[config.mk]
export PLATFORM = sky130hd
export DESIGN_NAME = uart_os_sampler
export DESIGN_NICKNAME = d
export VERILOG_FILES = /design/src/rtl/uart_os_pkg.sv /design/src/rtl/uos_sync.sv /design/src/rtl/uos_cfg_decode.sv /design/src/rtl/uos_vote.sv /design/src/rtl/uart_os_sampler.sv
export SDC_FILE = /design/constraint.sdc
export NUM_CORES = 1
export LEC_CHECK = 0
export CAP_MARGIN = 40
export CORE_UTILIZATION = 35
export DETAILED_ROUTE_END_ITERATION = 10
export DONT_BUFFER_PORTS = 1
export GPL_TIMING_DRIVEN = 0
export HOLD_SLACK_MARGIN = 0.03
export PLACE_DENSITY = 0.57
export SYNTH_ARGS = -nofsm -noshare
export SYNTH_HDL_FRONTEND = slang
export SYNTH_SLANG_ARGS = --single-unit
[constraint.sdc]
create_clock -name clk_i -period 5.1 [get_ports clk_i]
set_input_delay 1.02 -clock clk_i [delete_from_list [all_inputs] [get_ports clk_i]]
set_output_delay 1.02 -clock clk_i [all_outputs]
set_load 0.01 [all_outputs]
[src/rtl/uart_os_pkg.sv]
package uart_os_pkg;
  typedef enum logic {
    ST_IDLE = 1'b0,
    ST_RUN  = 1'b1
  } rx_state_t;
endpackage

[src/rtl/uos_sync.sv]
module uos_sync #(
  parameter int   STAGES  = 2,
  parameter logic RST_VAL = 1'b1
) (
  input  logic clk_i,
  input  logic rst_i,
  input  logic d_i,
  output logic q_o
);
  logic [STAGES-1:0] chain_q;

  generate
    if (STAGES == 1) begin : g_one
      always_ff @(posedge clk_i) begin
        if (rst_i) chain_q <= RST_VAL;
        else       chain_q <= d_i;
      end
    end else begin : g_many
      always_ff @(posedge clk_i) begin
        if (rst_i) chain_q <= {STAGES{RST_VAL}};
        else       chain_q <= {chain_q[STAGES-2:0], d_i};
      end
    end
  endgenerate

  assign q_o = chain_q[STAGES-1];
endmodule

[src/rtl/uos_cfg_decode.sv]
module uos_cfg_decode #(
  parameter int CODE_W   = 4,
  parameter int MIN_CODE = 7
) (
  input  logic              clk_i,
  input  logic              rst_i,
  input  logic [CODE_W-1:0] rate_code_i,
  input  logic              manual_i,
  input  logic [CODE_W-1:0] pos_sel_i,
  output logic [CODE_W-1:0] last_o,
  output logic [CODE_W-1:0] pos_o
);
  localparam int MAX_RATIO = 2 ** CODE_W;
  localparam logic [CODE_W-1:0] MAX_LAST = CODE_W'(MAX_RATIO - 1);
  localparam logic [CODE_W-1:0] MAX_LIM  = CODE_W'(MAX_RATIO - 3);
  localparam logic [CODE_W-1:0] MAX_AUTO = CODE_W'(MAX_RATIO / 2 - 2);
  localparam logic [CODE_W-1:0] MINC     = CODE_W'(MIN_CODE);

  logic              use_max;
  logic [CODE_W-1:0] auto_pos;
  logic [CODE_W-1:0] limit_pos;

  always_comb begin
    use_max   = rate_code_i < MINC;
    last_o    = use_max ? MAX_LAST : rate_code_i - CODE_W'(1);
    limit_pos = use_max ? MAX_LIM  : rate_code_i - CODE_W'(3);
    auto_pos  = use_max ? MAX_AUTO : {1'b0, rate_code_i[CODE_W-1:1]} - CODE_W'(2);
    if (!manual_i)               pos_o = auto_pos;
    else if (pos_sel_i > limit_pos) pos_o = limit_pos;
    else                         pos_o = pos_sel_i;
  end

  p_window_fits_r4: assert property (@(posedge clk_i) disable iff (rst_i)
    ({1'b0, pos_o} + (CODE_W+1)'(2)) <= {1'b0, last_o});
  p_ratio_floor_r1: assert property (@(posedge clk_i) disable iff (rst_i)
    last_o >= MINC - CODE_W'(1));
endmodule

[src/rtl/uos_vote.sv]
module uos_vote (
  input  logic clk_i,
  input  logic rst_i,
  input  logic clr_i,
  input  logic smp_en_i,
  input  logic bit_i,
  output logic maj_o
);
  logic [1:0] ones_q;

  always_ff @(posedge clk_i) begin
    if (rst_i || clr_i)  ones_q <= 2'd0;
    else if (smp_en_i)   ones_q <= ones_q + {1'b0, bit_i};
  end

  assign maj_o = (ones_q >= 2'd2) || (ones_q == 2'd1 && bit_i);

  p_vote_cleared_r5: assert property (@(posedge clk_i) disable iff (rst_i)
    clr_i |=> (ones_q == 2'd0));
endmodule

[src/rtl/uart_os_sampler.sv]
module uart_os_sampler
  import uart_os_pkg::*;
#(
  parameter int DATA_W      = 8,
  parameter int CODE_W      = 4,
  parameter int MIN_CODE    = 7,
  parameter int SYNC_STAGES = 2
) (
  input  logic              clk_i,
  input  logic              rst_i,
  input  logic              rx_i,
  input  logic              os_tick_i,
  input  logic [CODE_W-1:0] rate_code_i,
  input  logic              pos_manual_i,
  input  logic [CODE_W-1:0] pos_sel_i,
  input  logic              err_irq_en_i,
  input  logic              err_clr_i,
  output logic [DATA_W-1:0] rx_data_o,
  output logic              rx_valid_o,
  output logic              frame_err_o,
  output logic              err_irq_o
);
  localparam int BIT_W = $clog2(DATA_W + 2);
  localparam logic [BIT_W-1:0] STOP_IDX = BIT_W'(DATA_W + 1);

  rx_state_t         state_q;
  logic              rx_s, rx_prev_q, fall_edge;
  logic [CODE_W-1:0] cnt_q, last_per, win_pos;
  logic [BIT_W-1:0]  bitn_q;
  logic [DATA_W-1:0] shift_q;
  logic              in_win, decide, bit_end, maj, vote_clr, vote_en;
  logic              stop_bad, err_next;

  uos_sync #(.STAGES(SYNC_STAGES), .RST_VAL(1'b1)) u_sync (
    .clk_i(clk_i), .rst_i(rst_i), .d_i(rx_i), .q_o(rx_s)
  );

  uos_cfg_decode #(.CODE_W(CODE_W), .MIN_CODE(MIN_CODE)) u_cfg (
    .clk_i(clk_i), .rst_i(rst_i),
    .rate_code_i(rate_code_i), .manual_i(pos_manual_i), .pos_sel_i(pos_sel_i),
    .last_o(last_per), .pos_o(win_pos)
  );

  always_comb begin
    fall_edge = rx_prev_q & ~rx_s;
    in_win    = (cnt_q >= win_pos) &&
                ({1'b0, cnt_q} <= ({1'b0, win_pos} + (CODE_W+1)'(2)));
    decide    = os_tick_i && (state_q == ST_RUN) &&
                ({1'b0, cnt_q} == ({1'b0, win_pos} + (CODE_W+1)'(2)));
    bit_end   = (cnt_q == last_per);
    vote_en   = os_tick_i && (state_q == ST_RUN) && in_win;
    vote_clr  = os_tick_i && ((state_q == ST_IDLE) || bit_end);
    stop_bad  = decide && (bitn_q == STOP_IDX) && !maj;
    err_next  = stop_bad ? 1'b1 : (err_clr_i ? 1'b0 : frame_err_o);
  end

  uos_vote u_vote (
    .clk_i(clk_i), .rst_i(rst_i), .clr_i(vote_clr),
    .smp_en_i(vote_en), .bit_i(rx_s), .maj_o(maj)
  );

  always_ff @(posedge clk_i) begin
    if (rst_i) begin
      state_q     <= ST_IDLE;
      rx_prev_q   <= 1'b1;
      cnt_q       <= '0;
      bitn_q      <= '0;
      shift_q     <= '0;
      rx_data_o   <= '0;
      rx_valid_o  <= 1'b0;
      frame_err_o <= 1'b0;
      err_irq_o   <= 1'b0;
    end else begin
      rx_valid_o  <= 1'b0;
      frame_err_o <= err_next;
      err_irq_o   <= err_next & err_irq_en_i;
      if (os_tick_i) begin
        rx_prev_q <= rx_s;
        if (state_q == ST_IDLE) begin
          if (fall_edge) begin
            state_q <= ST_RUN;
            cnt_q   <= CODE_W'(1);
            bitn_q  <= '0;
          end
        end else begin
          if (decide && bitn_q == '0 && maj) begin
            state_q <= ST_IDLE;
          end else if (decide && bitn_q == STOP_IDX) begin
            rx_data_o  <= shift_q;
            rx_valid_o <= 1'b1;
            state_q    <= ST_IDLE;
          end else begin
            if (decide && bitn_q != '0)
              shift_q <= {maj, shift_q[DATA_W-1:1]};
            if (bit_end) begin
              cnt_q  <= '0;
              bitn_q <= bitn_q + BIT_W'(1);
            end else begin
              cnt_q <= cnt_q + CODE_W'(1);
            end
          end
        end
      end
    end
  end

  p_valid_single_r10: assert property (@(posedge clk_i) disable iff (rst_i)
    rx_valid_o |=> !rx_valid_o);
  p_data_hold_r10: assert property (@(posedge clk_i) disable iff (rst_i)
    !rx_valid_o |-> $stable(rx_data_o));
  p_irq_gated_r9: assert property (@(posedge clk_i) disable iff (rst_i)
    err_irq_o |-> frame_err_o);
  p_err_sticky_r8: assert property (@(posedge clk_i) disable iff (rst_i)
    (frame_err_o && !err_clr_i) |=> frame_err_o);
  p_valid_on_tick_r7: assert property (@(posedge clk_i) disable iff (rst_i)
    $rose(rx_valid_o) |-> $past(os_tick_i));
endmodule

# Word level (Yosys, flattened, before mapping)
# Index checks and enable logic that the tools add are counted.
[classes] add_sub_neg=7 magnitude_cmp=5 eq_ne=7 mux=22 bitwise=7 n_reduce_logical=23
[op_table] op="4-bit two-way mux" n=15
[op_table] op="1-bit logical AND" n=11
[op_table] op="5-bit AND reduction" n=2
[op_table] op="4-bit by 1-bit adder with 4-bit output, second input constant" n=2
[op_table] op="4-bit AND reduction" n=2
[op_table] op="1-bit two-way mux" n=7
[op_table] op="4-bit by 2-bit adder with 5-bit output, second input constant" n=1
[op_table] op="4-bit by 5-bit equality test with 1-bit output" n=1
[op_table] op="4-bit by 5-bit less-or-equal comparator with 1-bit output" n=1
[op_table] op="1-bit inverter" n=5
[op_table] op="4-bit equality test" n=1
[op_table] op="4-bit equality test, second input constant" n=1
[op_table] op="4-bit greater-or-equal comparator" n=1
[op_table] op="4-bit > comparator" n=1
[op_table] op="4-bit logical NOT" n=1
[op_table] op="4-bit by 3-bit < comparator with 1-bit output, second input constant" n=1
[op_table] op="2-bit != test, second input constant" n=2
[op_table] op="4-bit nonzero test" n=1
[op_table] op="4-bit OR reduction" n=1
[op_table] op="3-bit by 2-bit subtractor with 4-bit output, second input constant" n=1
[op_table] op="4-bit by 1-bit subtractor with 4-bit output, second input constant" n=1
[op_table] op="4-bit by 2-bit subtractor with 4-bit output, second input constant" n=1
[op_table] op="1-bit logical OR" n=3
[op_table] op="2-bit by 1-bit adder with 2-bit output" n=1
[op_table] op="other kinds (6)" n=7
[totals] regBits=33

# Depth between registers and ports, before layout
[depth] depth_word=12 ltp_mapped=21 mapped_depth_nobuf=19

# Cells and area by module
# Synthesis repeated with hierarchy kept, for this count alone.
[unflattened] cells_unflattened=231 hier_area_um2=2043.2
[by_module_without_submodules] module="uart_os_sampler" n_inst=1 cells_per_inst=168 area_per_inst_um2=1530.2
[by_module_without_submodules] module="uos_cfg_decode" n_inst=1 cells_per_inst=50 area_per_inst_um2=354.1
[by_module_without_submodules] module="uos_vote" n_inst=1 cells_per_inst=9 area_per_inst_um2=106.4
[by_module_without_submodules] module="uos_sync" n_inst=1 cells_per_inst=4 area_per_inst_um2=52.6

# Worst setup path before layout
# OpenSTA, ideal clock, no wires.
[synth_timing] kind="input -> register" from="in rate_code_i[0]" to="reg u_vote.ones_q[1]" setup_ns=0.115 arrival_time_ns=4.767 t_required_ns=4.985 path_slack_ns=0.218 stages=20 path_cell_list="ha_1 -> buf_6 -> and3b_1 -> or2_2 -> ha_1 -> o211ai_1 -> a21bo_2 -> buf_2 -> nor3_1 -> o21ai_0 -> and3_1 -> ha_1 -> xor2_1 -> ha_1 -> nand2_1 -> o21bai_1 -> a21o_1 -> or3_1 -> and4_1 -> o21ba_2"
[synth_between] elab_chain_len=9 elab_cells_between_ends=18 classes_between="3 x add/sub; 4 x order compare; 1 x eq/ne; 5 x mux; 5 x reduce/logical"
[synth_rtl] element="start: declaration" line="uart_os_sampler.sv:13" text="input logic [CODE_W-1:0] rate_code_i,"
[synth_rtl] element="4-bit by 2-bit subtractor with 4-bit output or 4-bit by 3-bit < comparator with 1-bit output (tied branches)" line="uos_cfg_decode.sv:26, uos_cfg_decode.sv:24"
[synth_rtl] element="4-bit two-way mux" line="uos_cfg_decode.sv:26" text="limit_pos = use_max ? MAX_LIM : rate_code_i - CODE_W'(3);"
[synth_rtl] element="4-bit > comparator" line="uos_cfg_decode.sv:29" text="else if (pos_sel_i > limit_pos) pos_o = limit_pos;"
[synth_rtl] element="4-bit two-way mux" line="uos_cfg_decode.sv:29"
[synth_rtl] element="4-bit two-way mux" line="uos_cfg_decode.sv:28" text="if (!manual_i) pos_o = auto_pos;"
[synth_rtl] element="4-bit by 2-bit adder with 5-bit output" line="uart_os_sampler.sv:47" text="({1'b0, cnt_q} <= ({1'b0, win_pos} + (CODE_W+1)'(2)));"
[synth_rtl] element="4-bit by 5-bit less-or-equal comparator with 1-bit output" line="uart_os_sampler.sv:47"
[synth_rtl] element="1-bit logical AND" line="uart_os_sampler.sv:46" text="in_win = (cnt_q >= win_pos) &&"
[synth_rtl] element="1-bit logical AND" line="uart_os_sampler.sv:51" text="vote_en = os_tick_i && (state_q == ST_RUN) && in_win;"
[synth_rtl] element="end signal: assignment" line="uos_vote.sv:13" text="else if (smp_en_i) ones_q <= ones_q + {1'b0, bit_i};"
[synth_rtl] element="end: declaration" line="uos_vote.sv:9" text="logic [1:0] ones_q;"
# Several ways; a longest one is shown, not always the timed one.
# A chain may end at the register's enable or synchronous reset.

# Final worst setup path
# Ends and elaborated chain as after synthesis.

==> qor.yml <==
timing:
  fmax_ghz: 0.206
  maxSlewViolCount: 0
  worstMarginPinSlew_ns: 0.750
  skew_ns: 0.00358
  setup_tns_ns: 0
  period_minus_slack_ns: 4.85
  hold_viol_final: 0
  setup_violations: 0
  slew_headroom: 0.494
  worst_slack_ns: 0.249
  finalCritPeriodShare: 0.951
floorplanning:
  core_um2: 6030
  rows: 28
  die_w_um: 81.7
  io_pins: 26
  dieArea_um2: 6680
  fp.dieH_um: 81.7
  floorplan.initialDensity: 0.369
global_route:
  grt_max_degree: 11
  track_usage: 0.165
  antenna_found_initial: 0
  grt_pass1_vias: 1798
  gr-total-overflow: 0
  grt_pass1_wl_um: 8430
route:
  post_drt_via_cell_ratio: 5.54
  wl_per_cell_um: 14.7
  drtAntennaViolNets: 0
  drt_drc_violations_left: 0
  finalWirelength_um: 5140
  vias: 1932
  drtIter0Drc: 61
  drt_pre_antenna_iters: 4
synth:
  ys_types: 58
  synthArstFlopShare: 0
  avgSynthCellArea_um2: 8.43
  ys_warn_count: 0
  synth_area_leaders: "dfxtp_1 30%, ha_1 11%, mux2i_1 8.1%, nand2_1 5.7%, a21oi_1 4.0%"
  seq_area_frac_synth: 0.297
  synth_ff_type: "dfxtp_1"
  synth_edf_count: 0
  synth_top_cell_by_area: "dfxtp_1"
  synth_seq_cells: 33
  synth_nets: 299
  synth_area_um2: 2230
  synthCells: 264
  synth_top_area_share: 0.297
critical_path:
  critical_path_class: "primary input to register"
  max_stage_delay_ns: 0.35
  worstPathArrival_ns: 5.03
  startpoint_type: "primary input"
  worst_ep_required_time_ns: 5.28
  reg2reg_depth: 7
  cp-startpoint: "rate_code_i[0]"
  slowest_stage: "or2_2"
  crit_chain: "ha_1, buf_6, and3b_1, or2_2, ha_4, o211ai_1, a21bo_2, buf_2, nor3_1, o21ai_0, and3_1, ha_1, xor2_1, ha_1, nand2_1, o21bai_1, a21o_1, or3_4, and4_1, o21ba_2"
  cpMostUsedCell: "ha_1"
  critPathMaxFanout: 10
  endpoint_kind: "register"
  crit-reg2reg-launch: "cnt_q[2]$_SDFFE_PP0P_"
cts:
  clkSinkCount: 33
  cts_buffers: 5
  cts_hold_buf: 0
  clk_latency_ns: 0.28
  h-tree-depth: 2
  clk_path_buf_depth: 2
  root_buffer: "clkbuf_8"
  cts_tree: "built"
  clk_pin_slew_ns: 0.07
cells_and_area:
  drive_gt1_frac: 0.128
  fin_nets: 308
  n_antenna_cell: 0
  area_delta_synth_final_pct: 10.7
  nFillCells: 629
  post-route-cell-area_um2: 2460
placed_design:
  dp_worst_setup_slack_ns: -0.441
  io_buffers: 0
  place_congestion: 0.798
  dp_hpwl_um: 3890
  dpl_cell_area_um2: 2320
power:
  p_leak_uw: 0.00106
  power_per_cell_area_nw_per_um2: 222
  ir_drop_uv: 206
status:
  status: "finished clean"
hold_path:
  hp-class: "register to register"
  min_path_cells: 1
  hp-start: "u_sync.chain_q[0]$_SDFF_PP1_"
run:
  drv_cap: 0
-- timing repair --
action,4_1_cts,5_1_grt
pin swaps,0,4
resized for setup,1,10
setup endpoints to repair,3,25
setup buffers,0,2
-- layout by cell type (no fill, tap or decap), types with 3 or more instances in the layout --
cell type   n
nor2_1     14
nand3_1     6
o21ai_0     7
nand2b_1    3
nand4_1     4
a21oi_1    17
ha_1       19
nor3_1      7
or2_2       4
inv_1      15
clkbuf_8    5
nor2b_1     3
clkbuf_1    6
and2_1      3
a31oi_1     4
o21a_1      5
nand2_1    34
mux2i_1    18
dfxtp_1    33
buf_6       3
buf_2       3
a21o_1      4
-- logic make-up after synthesis --
logic type      synth area share
compound gates             0.214
buf+inv                   0.0573
mux                       0.0809
fa+ha+maj                  0.112
simple gates               0.231
xor+xnor                 0.00787
flops                      0.297
-- layout make-up --
cell class                      count  area, um2  area share
Buffer                             11       67.6      0.0274
Tap cell                           75       93.8      0.0381
Multi-Input combinational cell    204       1490       0.603
Sequential cell                    33        661       0.268
Clock buffer                        6       72.6      0.0294
Clock inverter                      2       10.0     0.00406
Inverter                           16       60.1      0.0244
Timing Repair Buffer                2       15.0     0.00609
-- stage by stage --
step           power (uW)   util  instances  hold slack, ns
6_report              548  0.409        349           0.409
3_5_place_dp          355  0.385        339           0.394
4_1_cts               545  0.400        347           0.410
5_1_grt               576  0.409        349           0.424
3_3_place_gp          353  0.385        339           0.397
2_1_floorplan         337      -        264           0.389
-- final timing paths --
| check | endpoint | slack [ns] |
|---|---|---|
| max | u_vote.ones_q[1]$_SDFFE_PP0P_ | 0.25 |
| min | u_sync.chain_q[1]$_SDFF_PP1_ | 0.41 |
| max reg2reg | u_vote.ones_q[1]$_SDFFE_PP0P_ | 3.08 |
| min reg2reg | u_sync.chain_q[1]$_SDFF_PP1_ | 0.41 |
-- layer usage --
| layer | wire length (um) | global-route usage | up-vias |
|---|---|---|---|
| met1 | 2490 | 0.222 | 910 |
| met3 | 241 | 0.0378 | 10 |
| li1 | - | - | 976 |
| met4 | 77 | 0.0491 | 0 |
| met2 | 2330 | 0.262 | 36 |
| met5 | 0 | 0 | - |
-- critical path: cells and delay by family --
family,cells,cell delay (ns)
AOI/OAI and AO/OA,6,1.07
xor gates and xnor gates,1,0.16
adders and majority gates,4,0.97
buffers and inverters,2,0.30
and+or+nand+nor,7,1.50
-- power by group --
group | internal [uW] | switching, uW | leakage (uW)
registers | 259 | 1.31 | 0.000266
logic | 41.2 | 55.9 | 0.000747
clock network | 94.5 | 95.8 | 0.0000450
total | 395 | 153 | 0.00106
-- registers in the layout, indices dropped and copies added (netlist names) --
register        cells
u_sync.chain_q      2
u_vote.ones_q       2
rx_valid_o          1
err_irq_o           1
rx_data_o           8
cnt_q               4
frame_err_o         1
bitn_q              4
shift_q             8
state_q             1
rx_prev_q           1
-- Yosys cell counts, drive strengths merged (2+ instances only) --
library cell / count
a211oi: 3
o21a: 5
ha: 20
a21oi: 18
a311oi: 2
nor2b: 3
nor2: 14
clkbuf: 5
o41ai: 2
a21boi: 2
nand4: 4
o21ai: 9
or3: 3
nor4b: 2
o2111ai: 2
o311ai: 2
nand3: 6
or2: 4
nand2b: 3
nor3: 8
dfxtp: 33
and3: 2
mux2i: 18
o32ai: 2
a31oi: 4
xor2: 2
a21o: 4
nand2: 34
buf: 6
nor3b: 3
inv: 15
and2: 6
No activity file was read; power rests on OpenSTA's default activity.
